==> config.mk <==
export PLATFORM = sky130hd
export DESIGN_NAME = dma_done_irq_agg
export DESIGN_NICKNAME = d
export VERILOG_FILES = /design/src/rtl/cia_pkg.sv /design/src/rtl/cia_steer.sv /design/src/rtl/cia_pending.sv /design/src/rtl/cia_mask.sv /design/src/rtl/cia_regif.sv /design/src/rtl/dma_done_irq_agg.sv
export SDC_FILE = /design/constraint.sdc
export NUM_CORES = 1
export LEC_CHECK = 0
export ABC_AREA = 1
export CORE_MARGIN = 5
export CORE_UTILIZATION = 30
export DETAILED_ROUTE_END_ITERATION = 16
export HOLD_SLACK_MARGIN = 0.15
export PLACE_DENSITY = 0.69
export SETUP_SLACK_MARGIN = 0.3
export SLEW_MARGIN = 20
export SYNTH_ARGS = -nofsm -noshare
export SYNTH_HDL_FRONTEND = slang
export SYNTH_SLANG_ARGS = --single-unit
==> constraint.sdc <==
create_clock -name clk -period 0.8 [get_ports clk]
set_input_delay 0.12 -clock clk [delete_from_list [all_inputs] [get_ports clk]]
set_output_delay 0.12 -clock clk [all_outputs]
set_load 0.01 [all_outputs]
==> src/rtl/cia_pkg.sv <==
`timescale 1ns/1ps
package cia_pkg;
  localparam int CODE_W  = 4;
  localparam int NCODE   = 1 << CODE_W;
  localparam int CTL_W   = CODE_W + 1;
  localparam int IEN_POS = CODE_W;
  localparam int SEL_W   = 2;

  typedef logic [CTL_W-1:0]  ctl_field_t;
  typedef logic [CODE_W-1:0] code_t;
  typedef logic [NCODE-1:0]  code_vec_t;

  typedef enum logic [SEL_W-1:0] {
    SEL_PEND = 2'd0,
    SEL_MASK = 2'd1,
    SEL_RSV2 = 2'd2,
    SEL_RSV3 = 2'd3
  } reg_sel_e;

  function automatic logic ctl_irq_on(ctl_field_t f);
    return f[IEN_POS];
  endfunction

  function automatic code_t ctl_code(ctl_field_t f);
    return f[CODE_W-1:0];
  endfunction

  function automatic code_vec_t code_onehot(code_t c);
    code_vec_t v;
    v    = '0;
    v[c] = 1'b1;
    return v;
  endfunction
endpackage

==> src/rtl/cia_steer.sv <==
`timescale 1ns/1ps
module cia_steer
  import cia_pkg::*;
#(
  parameter int NCH = 16
) (
  input  logic               clk,
  input  logic               rst_n,
  input  logic [NCH-1:0]     chan_done,
  input  logic [NCH*CTL_W-1:0] chan_ctl,
  output code_vec_t          set_vec
);
  code_vec_t contrib [NCH];

  for (genvar c = 0; c < NCH; c++) begin : g_chan
    ctl_field_t fld;
    assign fld        = chan_ctl[c*CTL_W +: CTL_W];
    assign contrib[c] = (chan_done[c] && ctl_irq_on(fld)) ? code_onehot(ctl_code(fld)) : '0;
  end

  always_comb begin
    set_vec = '0;
    for (int c = 0; c < NCH; c++) begin
      set_vec = set_vec | contrib[c];
    end
  end

  AST_SET_NEEDS_STROBE: assert property (@(posedge clk) disable iff (!rst_n)
    (|set_vec) |-> (|chan_done));
  AST_SET_WIDTH_BOUND: assert property (@(posedge clk) disable iff (!rst_n)
    $countones(set_vec) <= $countones(chan_done));
endmodule

==> src/rtl/cia_pending.sv <==
`timescale 1ns/1ps
module cia_pending
  import cia_pkg::*;
(
  input  logic      clk,
  input  logic      rst_n,
  input  code_vec_t set_vec,
  input  code_vec_t clr_vec,
  output code_vec_t pend
);
  always_ff @(posedge clk or negedge rst_n) begin
    if (!rst_n) pend <= '0;
    else        pend <= (pend & ~clr_vec) | set_vec;
  end

  AST_SET_BEATS_CLEAR: assert property (@(posedge clk) disable iff (!rst_n)
    (|set_vec) |=> ((pend & $past(set_vec)) == $past(set_vec)));
  AST_CLEAR_TAKES: assert property (@(posedge clk) disable iff (!rst_n)
    (|(clr_vec & ~set_vec)) |=> ((pend & $past(clr_vec & ~set_vec)) == '0));
  AST_NO_PHANTOM_SET: assert property (@(posedge clk) disable iff (!rst_n)
    1'b1 |=> ((pend & ~$past(pend) & ~$past(set_vec)) == '0));
endmodule

==> src/rtl/cia_mask.sv <==
`timescale 1ns/1ps
module cia_mask
  import cia_pkg::*;
(
  input  logic      clk,
  input  logic      rst_n,
  input  logic      mask_we,
  input  code_vec_t mask_wdata,
  output code_vec_t mask
);
  always_ff @(posedge clk or negedge rst_n) begin
    if (!rst_n)       mask <= '0;
    else if (mask_we) mask <= mask_wdata;
  end

  AST_MASK_LOADS: assert property (@(posedge clk) disable iff (!rst_n)
    mask_we |=> (mask == $past(mask_wdata)));
  AST_MASK_HOLDS: assert property (@(posedge clk) disable iff (!rst_n)
    !mask_we |=> $stable(mask));
endmodule

==> src/rtl/cia_regif.sv <==
`timescale 1ns/1ps
module cia_regif
  import cia_pkg::*;
(
  input  logic [SEL_W-1:0] bus_addr,
  input  logic             bus_wen,
  input  code_vec_t        bus_wdata,
  input  code_vec_t        pend,
  input  code_vec_t        mask,
  output code_vec_t        clr_vec,
  output logic             mask_we,
  output code_vec_t        rdata
);
  reg_sel_e sel;
  assign sel = reg_sel_e'(bus_addr);

  always_comb begin
    clr_vec = '0;
    mask_we = 1'b0;
    rdata   = '0;
    unique case (sel)
      SEL_PEND: begin
        rdata = pend;
        if (bus_wen) clr_vec = bus_wdata;
      end
      SEL_MASK: begin
        rdata   = mask;
        mask_we = bus_wen;
      end
      default: ;
    endcase
  end
endmodule

==> src/rtl/dma_done_irq_agg.sv <==
`timescale 1ns/1ps
module dma_done_irq_agg
  import cia_pkg::*;
#(
  parameter int NCH = 16
) (
  input  logic                 clk,
  input  logic                 rst_n,
  input  logic [NCH-1:0]       chan_done,
  input  logic [NCH*CTL_W-1:0] chan_ctl,
  input  logic [SEL_W-1:0]     bus_addr,
  input  logic                 bus_wen,
  input  logic [NCODE-1:0]     bus_wdata,
  output logic [NCODE-1:0]     bus_rdata,
  output logic                 irq
);
  code_vec_t set_vec;
  code_vec_t clr_vec;
  code_vec_t pend;
  code_vec_t mask;
  logic      mask_we;
  code_vec_t live;

  cia_steer #(.NCH(NCH)) u_steer (
    .clk(clk), .rst_n(rst_n),
    .chan_done(chan_done), .chan_ctl(chan_ctl),
    .set_vec(set_vec)
  );

  cia_regif u_regif (
    .bus_addr(bus_addr), .bus_wen(bus_wen), .bus_wdata(bus_wdata),
    .pend(pend), .mask(mask),
    .clr_vec(clr_vec), .mask_we(mask_we), .rdata(bus_rdata)
  );

  cia_pending u_pend (
    .clk(clk), .rst_n(rst_n),
    .set_vec(set_vec), .clr_vec(clr_vec), .pend(pend)
  );

  cia_mask u_mask (
    .clk(clk), .rst_n(rst_n),
    .mask_we(mask_we), .mask_wdata(bus_wdata), .mask(mask)
  );

  assign live = pend & mask;

  always_ff @(posedge clk or negedge rst_n) begin
    if (!rst_n) irq <= 1'b0;
    else        irq <= |live;
  end

  AST_IRQ_NEEDS_SOURCE: assert property (@(posedge clk) disable iff (!rst_n)
    irq |-> ($past(pend & mask) != '0));
  AST_IRQ_HELD: assert property (@(posedge clk) disable iff (!rst_n)
    ((live != '0) && $past(live != '0)) |-> irq);
  AST_RSV_WRITE_INERT: assert property (@(posedge clk) disable iff (!rst_n)
    (bus_wen && bus_addr[1] && set_vec == '0) |=> ($stable(pend) && $stable(mask)));
endmodule

Yosys cells after proc, flatten, opt, wreduce, memory -nomap -nowiden
Index checks and enable logic that the tools add are counted.
- register bits after elaboration: 33
- input port bits: 117
- output and inout port bits: 17
- word-level logic and storage cells: 141
- $lt $le $gt $ge: 32
- eq/ne operators: 1
- multiplexer cells: 52
- bitwise logic cells: 19
- reductions and logical operators: 34
- operators with widths (kind ; count):
    $mux 16 ; 18
    $or 16x16->16 ; 16
    $lt 4x5->1 const B ; 16
    $demux 1 s4 ; 16
    $ge 4x1->1 const B ; 16
    $and 16x16->16 ; 2
    $logic_and 1x1->1 ; 32
    $pmux 16 s2 ; 1
    $mux 1 ; 17
    $not 16->16 ; 1
    $reduce_or 16->1 ; 1
    $eq 2x1->1 const B ; 1
    $logic_not 2->1 ; 1

Depth between registers and ports, before layout
- word-level depth: 21
- depth in mapped cells: 9
- depth with buffers taken out: 9

By module
Synthesis repeated with hierarchy kept, for this count alone.
- cells, all modules: 1106
- area total of the unflattened synthesis: 5358.9 µm²
- by module, submodules not included (module ; instances ; cells each ; area each (µm²) ; sequential area each (µm²)):
    cia_steer ; 1 ; 829 ; 3409.5 ; 0.0
    cia_mask ; 1 ; 68 ; 644.4 ; 400.4
    cia_pending ; 1 ; 80 ; 640.6 ; 400.4
    cia_regif ; 1 ; 93 ; 505.5 ; 0.0
    dma_done_irq_agg ; 1 ; 36 ; 158.9 ; 25.0

Least setup slack after synthesis
No wires, ideal clock.
- kind: input port to flip-flop
- from: input port bus_addr[0]
- to: register u_mask.mask[4]
- library setup time: 125 ps
- arrival time: 861 ps
- required time: 675 ps
- setup slack: -186 ps
- stages: 5
- path buffers: 1
- path through: inv_2 nor2_8 nand2_4 buf_6 mux2_4
- word-level cells in the longest chain between the ends: 2
- ends and longest elaborated chain (what ; line ; text):
    start, declared ; dma_done_irq_agg.sv:11 ; input logic [SEL_W-1:0] bus_addr,
    $eq 2x1->1 ; cia_regif.sv:21 ; unique case (sel)
    $mux 1 ; cia_regif.sv:21 ;
    end signal, assigned ; cia_mask.sv:13 ; else if (mask_we) mask <= mask_wdata;
    end, declared ; cia_mask.sv:9 ; output code_vec_t mask
No other way between the ends.
A chain may end at the register's enable or synchronous reset.

Final worst setup path
- from: register u_pend.pend[8]
- to: register irq
- word-level cells in the longest chain between the ends: 2
- ends and longest elaborated chain (what ; line ; text):
    start, declared ; cia_pending.sv:9 ; output code_vec_t pend
    start signal, assigned ; cia_pending.sv:13 ; else pend <= (pend & ~clr_vec) | set_vec;
    $and 16x16->16 ; dma_done_irq_agg.sv:46 ; assign live = pend & mask;
    $reduce_or 16->1 ; dma_done_irq_agg.sv:50 ; else irq <= |live;
    end signal, assigned ; dma_done_irq_agg.sv:50 ;
    end, declared ; dma_done_irq_agg.sv:15 ; output logic irq
No other way between the ends.

==> results.sh <==
export IMPL_grt_antenna_before_repair=0
export IMPL_net_switching_power_mw=3.35
export IMPL_layout_filler_cells=1404
export IMPL_worst_setup_hold_path_clk_slew_ns=0.05
export IMPL_detail_route_first_pass_iterations=6
export IMPL_critical_path_slowest_cell="sky130_fd_sc_hd__dfrtp_1"
export IMPL_grt_pass1_vias=6595
export IMPL_total_power_mw=8.75
export IMPL_endpoint="irq"
export IMPL_synth_ff_latch_count=33
export IMPL_die_x_um=132
export IMPL_timing_critical_path_slowest_cell_delay_ns=0.40
export IMPL_clk_root_buffer_cell="sky130_fd_sc_hd__clkbuf_16"
export IMPL_clkLatencyLatePin_ns=0.29
export IMPL_synth_net_count=1012
export IMPL_final_wtd_congestion=1.07
export IMPL_p_leak_nw=4.31
export IMPL_syn_cell_area_um2=4490
export IMPL_min_period_over_period=1.39
export IMPL_synth_top_cells_by_count="375 x sky130_fd_sc_hd__nand2_1, 177 x sky130_fd_sc_hd__nor2_1, 123 x sky130_fd_sc_hd__inv_1, 82 x sky130_fd_sc_hd__nand3_1, 33 x sky130_fd_sc_hd__dfrtp_1"
export IMPL_maxcap_viol_count=0
export IMPL_r2r_cells=5
export IMPL_ys_dominant_reg_cell="sky130_fd_sc_hd__dfrtp_1"
export IMPL_final_seq_area_um2=826
export IMPL_finalWirelength_mm=22.7
export IMPL_cp_data_arrival_time_ns=1.27
export IMPL_hp_class="in -> async"
export IMPL_synth_edf_count=0
export IMPL_synth_largest_area_cell="sky130_fd_sc_hd__nand2_1"
export IMPL_design_core_area_um2=14600
export IMPL_ant_nets=0
export IMPL_port_buffer_count=133
export IMPL_share_of_the_yosys_chip_area_belonging_to_registers=0.184
export IMPL_critical_path_peak_fanout=2
export IMPL_run_status="finished, violations left"
export IMPL_sequentialPowerShare=0.246
export IMPL_layout_setup_ws_ns=-0.308
export IMPL_drive_gt1_frac=0.547
export IMPL_rr_endpoint="irq"
export IMPL_clk_path_buf_depth=2
export IMPL_grt_pass1_wl_mm=35.0
export IMPL_tritoncts_clock_tree="done"
export IMPL_biggest_area_contributors_in_the_synthesized_netlist="sky130_fd_sc_hd__nand2_1 31%, sky130_fd_sc_hd__dfrtp_1 18%, sky130_fd_sc_hd__nor2_1 15%"
export IMPL_setup_viol=46
export IMPL_yosysWarnings=0
export IMPL_reg2reg_from="u_pend.pend[8]"
export IMPL_finish_utilization=0.590
export IMPL_setup_slack_of_the_worst_register_to_register_path_ns=-0.31
export IMPL_place_detailed_hpwl_mm=18.3
export IMPL_post_synth_cell_area_avg_um2=5.01
export IMPL_yosys_area_top_type_share=0.314
export IMPL_post_place_ws_ns=-1.09
export IMPL_cellPowerDensity_nw_per_um2=1020
export IMPL_finalClockSkew_ns=0.00607
export IMPL_die_height_um=132
export IMPL_h_tree_depth=2
export IMPL_grt_setup_unrepaired="yes"
export IMPL_worst_setup_path_type="reg -> reg"
export IMPL_drt_iter0_markers=473
export IMPL_post_route_min_period_ns=1.11
export IMPL_netlist_cell_type_count=24
export IMPL_clock_sinks=33
export IMPL_max_clock_freq_mhz=902
export IMPL_cts_buffers=5
export IMPL_power_switching_share=0.383
export IMPL_via_per_inst=5.02
export IMPL_drc_errors=0
export IMPL_cp_data_required_time_ns=0.97
export IMPL_startpoint_type="register"
export IMPL_clock_power_share=0.211
export IMPL_failed_checks="setup timing"
export IMPL_multi_input_area_um2=4600
export IMPL_tightestPinTransition_ns=0.361
export IMPL_floorplan_io_pins=134
export IMPL_p_comb_frac=0.544
export IMPL_finalNetCount=1269
export IMPL_cts_hold_fix_buffers=0
export IMPL_cp_buffers_inverters=1
export IMPL_endpoint_kind="register"
export IMPL_fin_tns_setup_ns=-7.55
export IMPL_synthesis_instances=895
export IMPL_grt_start_max_net_pins=34
export IMPL_dr_total_vias=6708
export IMPL_max_slew_margin_rel=0.759
export IMPL_floorplan_initialDensity=0.307
export IMPL_async_flop_share=1.00
export IMPL_path_depth=5
export IMPL_num_antenna_cells=0
export IMPL_area_delta_synth_final_pct=91.8
export IMPL_timing_max_transition_violations_final=0
export IMPL_path_delay_family="flip-flops"
export IMPL_critPathLaunch="u_pend.pend[8]"
export IMPL_synth_most_common_cell="sky130_fd_sc_hd__nand2_1"
export IMPL_floorplan_rows=44
export IMPL_design_die_area_um2=17500
export IMPL_globalRouteTotalUtil=0.247
export IMPL_final_hold_violation_count=0
export IMPL_wl_per_cell_um=17.0
export IMPL_grt_overflow_total=0
export IMPL_power_report_internal_total_mw=5.40
export IMPL_path_cells="buf_4 -> nand2_1 -> o221ai_2 -> nor2_1 -> nand3_1"
export IMPL_ir_drop_v=0.000822
power by group through the flow:
stage | clock network (mW) | logic, mW | registers [mW]
2_1_floorplan | 0 | 1.75 | 2.10
3_3_place_gp | 0 | 3.70 | 2.12
3_5_place_dp | 0 | 3.75 | 2.13
4_1_cts | 1.86 | 4.31 | 2.13
5_1_grt | 1.96 | 5.10 | 2.18
6_report | 1.84 | 4.76 | 2.15
state kept, by name (all words and copies together) (netlist names):
name and cells:
u_mask.mask 16, u_pend.pend 16, irq 1
routing by layer:
| metal | GRT usage | vias to the layer above | share of wire |
|---|---|---|---|
| li1 | - | 3315 | - |
| met1 | 0.315 | 3051 | 0.41 |
| met2 | 0.430 | 283 | 0.48 |
| met3 | 0.0351 | 59 | 0.066 |
| met4 | 0.0786 | 0 | 0.038 |
| met5 | 0 | - | 0 |
stage by stage:
step	hold WS, ns	instance area [um2]	instances
after floorplan	-0.176	5010	895
final	0.196	8600	1337
after global placement	0.475	7280	1304
after detailed placement	0.485	7280	1304
after global routing	0.209	8600	1337
after CTS	0.212	8210	1331
timing repair:
item	4_1_cts	5_1_grt
gates cloned	2	0
setup endpoints to repair	50	50
resized for setup	842	113
setup buffers	17	6
pin swaps	172	72
final cells by class:
type / count / area share
multi-input cells: 730 / 0.534
repair buffers: 251 / 0.257
flip-flops and latches: 33 / 0.0960
inverters: 130 / 0.0684
well taps: 184 / 0.0268
clock buffers: 6 / 0.0150
repair inverters: 1 / 0.00131
clock inverters: 2 / 0.00116
cell usage in the layout (no fill, tap or decap), types with 4 or more instances in the layout:
cell | netlist | layout
sky130_fd_sc_hd__buf_4 | 0 | 98
sky130_fd_sc_hd__nor2_1 | 177 | 61
sky130_fd_sc_hd__mux2_4 | 4 | 13
sky130_fd_sc_hd__nor3_1 | 10 | 5
sky130_fd_sc_hd__clkdlybuf4s50_1 | 0 | 16
sky130_fd_sc_hd__nor2_2 | 0 | 81
sky130_fd_sc_hd__nand2_1 | 375 | 258
sky130_fd_sc_hd__nand2_4 | 1 | 19
sky130_fd_sc_hd__buf_2 | 1 | 43
sky130_fd_sc_hd__inv_1 | 123 | 51
sky130_fd_sc_hd__nand3_2 | 1 | 25
sky130_fd_sc_hd__nand2_8 | 0 | 15
sky130_fd_sc_hd__nand2_2 | 0 | 85
sky130_fd_sc_hd__dfrtp_1 | 33 | 33
sky130_fd_sc_hd__buf_8 | 0 | 8
sky130_fd_sc_hd__clkbuf_16 | 0 | 5
sky130_fd_sc_hd__nor2_4 | 0 | 35
sky130_fd_sc_hd__o22ai_4 | 0 | 6
sky130_fd_sc_hd__inv_8 | 0 | 4
sky130_fd_sc_hd__buf_6 | 2 | 80
sky130_fd_sc_hd__a21oi_2 | 0 | 9
sky130_fd_sc_hd__inv_4 | 0 | 13
sky130_fd_sc_hd__nand4_1 | 28 | 28
sky130_fd_sc_hd__nand3_1 | 82 | 57
sky130_fd_sc_hd__o21ai_2 | 0 | 8
sky130_fd_sc_hd__nor3_2 | 0 | 5
sky130_fd_sc_hd__inv_2 | 7 | 57
how the worst min path moves through the flow:
| stage | startpoint | endpoint | slack [ns] | depth (start not counted) |
|---|---|---|---|---|
| 2_1_floorplan | rst_n | irq | -0.18 | 0 |
| 3_3_place_gp | u_mask.mask[11] | u_mask.mask[11] | 0.48 | 1 |
| 3_5_place_dp | u_mask.mask[1] | u_mask.mask[1] | 0.49 | 1 |
| 4_1_cts | rst_n | u_mask.mask[11] | 0.21 | 2 |
| 5_1_grt | rst_n | u_mask.mask[11] | 0.21 | 2 |
| 6_report | rst_n | u_mask.mask[11] | 0.20 | 2 |
logic make-up (layout without fill, tap and decap cells):
logic type	count (synthesis)	after routing	share of synthesized area
mux	13	13	0.0360
simple gates	678	679	0.618
buf+inv	133	390	0.115
flops	33	33	0.184
compound gates	38	38	0.0471
No activity file was read; power rests on OpenSTA's default activity.
